==> config.mk <==
export PLATFORM = sky130hd
export DESIGN_NAME = pwm3_center
export DESIGN_NICKNAME = d
export VERILOG_FILES = /design/src/rtl/pwm3_pkg.sv /design/src/rtl/pwm3_ctrl.sv /design/src/rtl/pwm3_datapath.sv /design/src/rtl/pwm3_center.sv
export SDC_FILE = /design/constraint.sdc
export NUM_CORES = 1
export LEC_CHECK = 0
export CAP_MARGIN = 30
export CORE_MARGIN = 3
export CORE_UTILIZATION = 50
export CTS_CLUSTER_SIZE = 28
export DETAILED_ROUTE_END_ITERATION = 7
export PLACE_DENSITY = 0.67
export SLEW_MARGIN = 20
export SYNTH_ARGS = -nofsm -noshare
export SYNTH_HDL_FRONTEND = slang
export SYNTH_SLANG_ARGS = --single-unit
==> constraint.sdc <==
create_clock -name clk -period 2.5 [get_ports clk]
set_input_delay 0.5 -clock clk [delete_from_list [all_inputs] [get_ports clk]]
set_output_delay 0.5 -clock clk [all_outputs]
set_load 0.05 [all_outputs]
==> src/rtl/pwm3_pkg.sv <==
package pwm3_pkg;

  // strobes from the control to the datapath
  typedef struct packed {
    logic clear;      // hold counter at zero, pass pending settings through
    logic countUp;    // step direction of the counter
    logic load;       // copy pending settings into the active set
    logic crest;      // top of carrier this cycle
    logic trough;     // bottom turnaround this cycle
  } pwm_ctrl_t;

  // conditions reported by the datapath to the control
  typedef struct packed {
    logic atCycle;    // count equals active cycle setting
    logic atOne;      // count equals one
  } pwm_stat_t;

  localparam int unsigned SEL_CYCLE = 0;

endpackage

==> src/rtl/pwm3_ctrl.sv <==
module pwm3_ctrl
  import pwm3_pkg::*;
(
  input  logic      clk,
  input  logic      rst,
  input  logic      enable,
  input  pwm_stat_t stat,
  output pwm_ctrl_t ctrl
);

  logic dirUp;
  logic crestNow;
  logic troughNow;

  assign crestNow  = enable &&  dirUp && stat.atCycle;
  assign troughNow = enable && !dirUp && stat.atOne;

  always_ff @(posedge clk) begin
    if (rst) begin
      dirUp <= 1'b1;
    end else if (!enable) begin
      dirUp <= 1'b1;
    end else if (crestNow) begin
      dirUp <= 1'b0;
    end else if (troughNow) begin
      dirUp <= 1'b1;
    end
  end

  always_comb begin
    ctrl.clear   = !enable;
    ctrl.countUp = dirUp;
    ctrl.load    = !enable || troughNow;
    ctrl.crest   = crestNow;
    ctrl.trough  = troughNow;
  end

endmodule

==> src/rtl/pwm3_datapath.sv <==
module pwm3_datapath
  import pwm3_pkg::*;
#(
  parameter int unsigned CNT_W   = 16,
  parameter int unsigned PHASES  = 3,
  parameter int unsigned SEL_W   = 2,
  parameter int unsigned CYC_RST = 2
) (
  input  logic                         clk,
  input  logic                         rst,
  input  logic                         enable,
  input  pwm_ctrl_t                    ctrl,
  input  logic                         wrEn,
  input  logic [SEL_W-1:0]             wrSel,
  input  logic [CNT_W-1:0]             wrData,
  output pwm_stat_t                    stat,
  output logic [PHASES-1:0]            phaseOut,
  output logic [CNT_W-1:0]             cntVal,
  output logic [CNT_W-1:0]             actCycle,
  output logic [PHASES-1:0][CNT_W-1:0] actCmp
);

  localparam logic [CNT_W-1:0] ONE       = CNT_W'(1);
  localparam logic [CNT_W-1:0] CYC_INIT  = CNT_W'(CYC_RST);

  logic [CNT_W-1:0]             cnt;
  logic [CNT_W-1:0]             pendCycle;
  logic [PHASES-1:0][CNT_W-1:0] pendCmp;

  // carrier counter
  always_ff @(posedge clk) begin
    if (rst || ctrl.clear) begin
      cnt <= '0;
    end else if (ctrl.countUp) begin
      cnt <= cnt + ONE;
    end else begin
      cnt <= cnt - ONE;
    end
  end

  // pending and active cycle setting
  always_ff @(posedge clk) begin
    if (rst) begin
      pendCycle <= CYC_INIT;
      actCycle  <= CYC_INIT;
    end else begin
      if (wrEn && (wrSel == SEL_W'(SEL_CYCLE))) begin
        pendCycle <= wrData;
      end
      if (ctrl.load) begin
        actCycle <= pendCycle;
      end
    end
  end

  // per-phase compare storage and comparison
  for (genvar p = 0; p < PHASES; p++) begin : g_phase
    localparam logic [SEL_W-1:0] MY_SEL = SEL_W'(p + 1);
    logic fullOn;
    logic below;

    always_ff @(posedge clk) begin
      if (rst) begin
        pendCmp[p] <= '0;
        actCmp[p]  <= '0;
      end else begin
        if (wrEn && (wrSel == MY_SEL)) begin
          pendCmp[p] <= wrData;
        end
        if (ctrl.load) begin
          actCmp[p] <= pendCmp[p];
        end
      end
    end

    assign fullOn      = actCmp[p] > actCycle;
    assign below       = cnt < actCmp[p];
    assign phaseOut[p] = enable && (fullOn || below);
  end

  always_comb begin
    stat.atCycle = (cnt == actCycle);
    stat.atOne   = (cnt == ONE);
  end

  assign cntVal = cnt;

endmodule

==> src/rtl/pwm3_center.sv <==
module pwm3_center
  import pwm3_pkg::*;
#(
  parameter int unsigned CNT_W   = 16,
  parameter int unsigned PHASES  = 3,
  parameter int unsigned CYC_RST = 2,
  localparam int unsigned SEL_W  = $clog2(PHASES + 1)
) (
  input  logic              clk,
  input  logic              rst,
  input  logic              enable,
  input  logic              wrEn,
  input  logic [SEL_W-1:0]  wrSel,
  input  logic [CNT_W-1:0]  wrData,
  output logic [PHASES-1:0] phaseOut,
  output logic              crestPulse,
  output logic              troughPulse
);

  pwm_ctrl_t                    ctrl;
  pwm_stat_t                    stat;
  logic [CNT_W-1:0]             cntVal;
  logic [CNT_W-1:0]             actCycle;
  logic [PHASES-1:0][CNT_W-1:0] actCmp;

  pwm3_ctrl u_ctrl (
    .clk    (clk),
    .rst    (rst),
    .enable (enable),
    .stat   (stat),
    .ctrl   (ctrl)
  );

  pwm3_datapath #(
    .CNT_W   (CNT_W),
    .PHASES  (PHASES),
    .SEL_W   (SEL_W),
    .CYC_RST (CYC_RST)
  ) u_dp (
    .clk      (clk),
    .rst      (rst),
    .enable   (enable),
    .ctrl     (ctrl),
    .wrEn     (wrEn),
    .wrSel    (wrSel),
    .wrData   (wrData),
    .stat     (stat),
    .phaseOut (phaseOut),
    .cntVal   (cntVal),
    .actCycle (actCycle),
    .actCmp   (actCmp)
  );

  assign crestPulse  = ctrl.crest;
  assign troughPulse = ctrl.trough;

endmodule

# After elaboration in Yosys (flattened, before gate mapping)
# Cells that the tools add are included.
# op_classes
add_sub_neg	2
mul	0
n_div	0
order_cmp	6
eq_ne	5
n_shift	0
n_mux	3
n_bitwise	1
n_reduce_logical	21
# ops
operator	n
> comparator 16 bit	3
less-than comparator 16 bit	3
adder 16 x 1 -> 16 bit, second input constant	1
== test 16 x 1 -> 1 bit, second input constant	1
== test 16 bit	1
2-to-1 mux 16 bit	1
subtractor 16 x 1 -> 16 bit, second input constant	1
logical AND 1 bit	11
logical OR 1 bit	5
== test 2 bit, second input constant	2
== test 2 x 1 -> 1 bit, second input constant	1
logical NOT 1 bit	2
logical NOT 2 bit	1
2-to-1 mux 1 bit	2
nonzero test 2 bit	1
OR reduction 2 bit	1
NOT 1 bit	1
# totals
ff_bits	145
latch_bits	0
mem_bits_rw	0
mem_bits_ro	0
input_bits	22
output_inout_bits	5
elab_cells	48
memories	0

# Depth between registers and ports, before layout
# depth
ltp_word	5
mapped_depth	8
ltp_nobuf	7

# Cells and area by module
# Synthesis repeated with hierarchy kept, for this count alone.
# unflattened
hier_cells	945
hier_area_um2	7838.8
# modules_own_cells
module	n_inst	cells_per_inst	area_each_um2	seq_area_each_um2
pwm3_datapath	1	934	7748.7	2882.8
pwm3_ctrl	1	11	90.1	20.0

# Worst setup path before layout
# Ideal clock, no wire load.
# synth_path
path_type	register to output
start	register u_dp.actCycle[14]
end	output port phaseOut[1]
arrival_ns	2.326
required_ns	2.000
path_slack_ns	-0.326
stages_incl_launch_ff	8
n_path_buf	0
path_cell_list	dfxtp_1 inv_1 ha_1 nand4_1 or4_1 a21oi_1 nor4_1 o22ai_1
# synth_between
elab_chain_cells	3
# synth_rtl
item	line_no	text
start, declared	pwm3_datapath.sv:19	output logic [CNT_W-1:0] actCycle,
start signal, assigned	pwm3_datapath.sv:51	actCycle <= pendCycle;
> comparator 16 bit	pwm3_datapath.sv:76	assign fullOn = actCmp[p] > actCycle;
logical OR 1 bit	pwm3_datapath.sv:78	assign phaseOut[p] = enable && (fullOn || below);
logical AND 1 bit	pwm3_datapath.sv:78	
end, declared	pwm3_center.sv:15	output logic [PHASES-1:0] phaseOut,
# Every way passes these cells.

# Final worst setup path
# layout_path
start	register u_dp.actCycle[9]
end	output port phaseOut[0]
# The elaborated chain is that of the path after synthesis.

==> metrics.csv <==
metric;value;unit
cts_buffers;17;
grt_max_degree;127;
worst_slack;-0.439;ns
max_clock_freq;340;MHz
synth-seq-cells;145;
hpwl;15.2;mm
cellLeakagePower;3.78;nW
finalPower;5.77;mW
path_class;flip-flop to primary output;
clkPwrFrac;46.8;%
power.share.sequential;41.7;%
vias;7022;
drtIter0Drc;639;
p_sw;1.52;mW
overflow;0;
status;finished with violations;
hold_path_depth;2;
nFillCells;1352;
holdPathEnd;u_dp.actCmp[0];
rsz0062_at_grt;true;
fp.dieArea;0.0171;mm2
setup.worst_path.start;u_dp.actCycle[9];
synth-main-ff-cell;dfxtp_1;
rows;45;
synth_warnings;0;
failed_checks;setup timing;
pin_count;27;
reg2reg_setup_slack;0.19;ns
ys_top_cells_by_area;dfxtp_1 37%, ha_1 15%, nand2_1 14%;
clk_pin_slew_worst_paths;0.07;ns
relSlewSlack;62.2;%
via_per_inst;5.45;
holdWs;0.454;ns
comb_power_share;11.5;%
fin_cells;1289;
finalWirelength;21.5;mm
netSwitchingFraction;26.4;%
worstPathRequired;2.00;ns
worst_clock_skew;0.00786;ns
grt_pass1_wl;34.0;mm
io_buffers;26;
end_kind;primary output;
p_per_area;602;mW/mm2
crit_path_max_fanout;3;
period_share;118;%
core;0.0153;mm2
syn_area_per_cell;7.70;um2
worstSkewPairLatency;0.42;ns
worst_slew_pin_slew;0.567;ns
cap_viol_max_count;0;
wl_per_cell;16.7;um
cts.sinks;145;
cts_hold_buf;0;
grt_usage;25.8;%
slew_violations;0;
nets;1183;
final_hold_viol_count;0;
die_x;131;um
grt_pass1_vias;6412;
p_int;4.25;mW
initial_core_util;51.1;%
dp_cells;1255;
irDropWorstVdd;0.480;mV
r2r_cells;7;
final_antenna_net_count;0;
antenna_found_initial;0;
crit_arrival;2.44;ns
fin_crit;2.94;ns
die_y;131;um
ys_types;47;
min_path_type;flip-flop to flip-flop;
drt-pass1-iter-count;5;
htree_num_levels;4;
yosysSeqAreaShare;37.2;%
synth_top_area_share;37.2;%
setup_violations;4;
rr_startpoint;u_dp.cntVal[1];
synth_area;0.00780;mm2
gp_congestion;0.933;
antenna_cells;0;
synth_nets;1131;
root_buffer;clkbuf_16;
synth_cells;1013;
drive_gt1_share;14.7;%
synthArstFlopShare;0;%
worstHoldStart;u_dp.pendCmp[0];
synth_edf_count;0;
drc;0;
area_delta_synth_final;23.0;%
clk_path_buf_depth;2;
reg2reg_to;u_dp.cntVal[12];
cts_tree;done;
yosysTopAreaCell;dfxtp_1;
start_kind;flip-flop;
## cell usage in the layout, fill, tap and decap left out, types with 9 or more instances in the layout
cell               n
nand2_1          282
a21oi_1          161
dfxtp_1          135
ha_1              88
inv_1             66
buf_4             56
nor2_1            30
clkdlybuf4s50_1   20
nand4_1           19
o21ai_0           19
clkbuf_16         17
xnor2_1           15
nand3_1           13
xor2_1            12
buf_12            12
dfxtp_2            9
## final cells by class
class / instances / area (um2) / share of cell area, %
Clock buffer: 17 / 425 / 4.44
Timing Repair Buffer: 89 / 872 / 9.09
Multi-Input combinational cell: 741 / 4650 / 48.4
Tap cell: 211 / 264 / 2.75
Clock inverter: 15 / 196 / 2.05
Sequential cell: 145 / 2920 / 30.4
Inverter: 71 / 269 / 2.80
## synthesized netlist by cell type (4+ instances only)
cell,count
dfxtp_1,145
nor2_1,30
inv_1,71
a21oi_1,164
xor2_1,14
nand3_1,14
o211ai_1,5
buf_4,6
ha_1,96
and3_1,5
nor3_1,9
or4_1,5
nor4_1,9
o21ai_0,20
xnor2_1,15
nand2_1,284
clkbuf_1,46
nand4_1,19
nor3b_1,4
or3_1,4
nor2b_1,6
## worst max path at each step
| stage | endpoint | slack [ns] | cells after the start |
|---|---|---|---|
| after floorplan | phaseOut[1] | -0.04 | 7 |
| after global placement | phaseOut[0] | -0.001 | 8 |
| after detailed placement | phaseOut[0] | -0.08 | 8 |
| after CTS | phaseOut[0] | -0.40 | 8 |
| after global routing | phaseOut[2] | -0.48 | 8 |
| final | phaseOut[0] | -0.44 | 8 |
## critical path, stage by stage, from the launching register on
cell and delay (ns):
dfxtp_2 0.33, inv_2 0.07, ha_4 0.27, nand4_1 0.17
or4_4 0.55, a21oi_4 0.14, nor4_2 0.06, o22ai_2 0.25
buf_12 0.17
## cell families (layout without fill, tap and decap cells)
| family | Yosys count | count (layout) | share of synthesized area (%) |
|---|---|---|---|
| adders and majority gates | 96 | 96 | 15.4 |
| AOI/OAI and AO/OA | 214 | 214 | 15.0 |
| muxes | 3 | 3 | 0.449 |
| buffers and inverters | 127 | 192 | 6.54 |
| and+or+nand+nor | 399 | 399 | 22.2 |
| xor gates and xnor gates | 29 | 29 | 3.26 |
| DFF | 145 | 145 | 37.2 |
## sequential cells by signal, summed over array words and instances, names as in the netlist
| signal | cells |
|---|---|
| u_ctrl.dirUp | 1 |
| u_dp.pendCmp | 48 |
| u_dp.cntVal | 16 |
| u_dp.actCmp | 48 |
| u_dp.pendCycle | 16 |
| u_dp.actCycle | 16 |
## per-layer routing
metal  GRT usage (%)  share of wire, %  vias to the layer above
met3            5.16               5.6                       30
li1                -                 -                     3513
met4            7.68               1.9                        0
met2            37.9                43                      187
met1            38.1                49                     3292
met5               0                 0                        -
## stage by stage
stage | util, % | setup WS [ns] | TNS, ns | area (um2)
after floorplan | - | -0.0383 | -0.0383 | 7840
after global placement | 57.3 | -0.00143 | -0.00143 | 8740
after detailed placement | 57.3 | -0.0807 | -0.108 | 8740
after CTS | 62.5 | -0.405 | -1.18 | 9530
after global routing | 62.9 | -0.483 | -1.47 | 9590
final | 62.9 | -0.439 | -1.22 | 9590
## what timing repair did
item                                    CTS  global route
pin swaps                                20             8
setup buffers                             3             1
endpoints found under the setup margin    5             5
gates resized for setup                  35            10
## power by group through the flow
| stage | registers, mW | clock network (mW) | logic, mW |
|---|---|---|---|
| 2_1_floorplan | 2.44 | 0 | 0.368 |
| 3_3_place_gp | 2.45 | 0 | 0.616 |
| 3_5_place_dp | 2.46 | 0 | 0.620 |
| 4_1_cts | 2.40 | 2.75 | 0.650 |
| 5_1_grt | 2.41 | 2.84 | 0.718 |
| 6_report | 2.41 | 2.70 | 0.664 |
No activity file was read; power rests on OpenSTA's default activity.
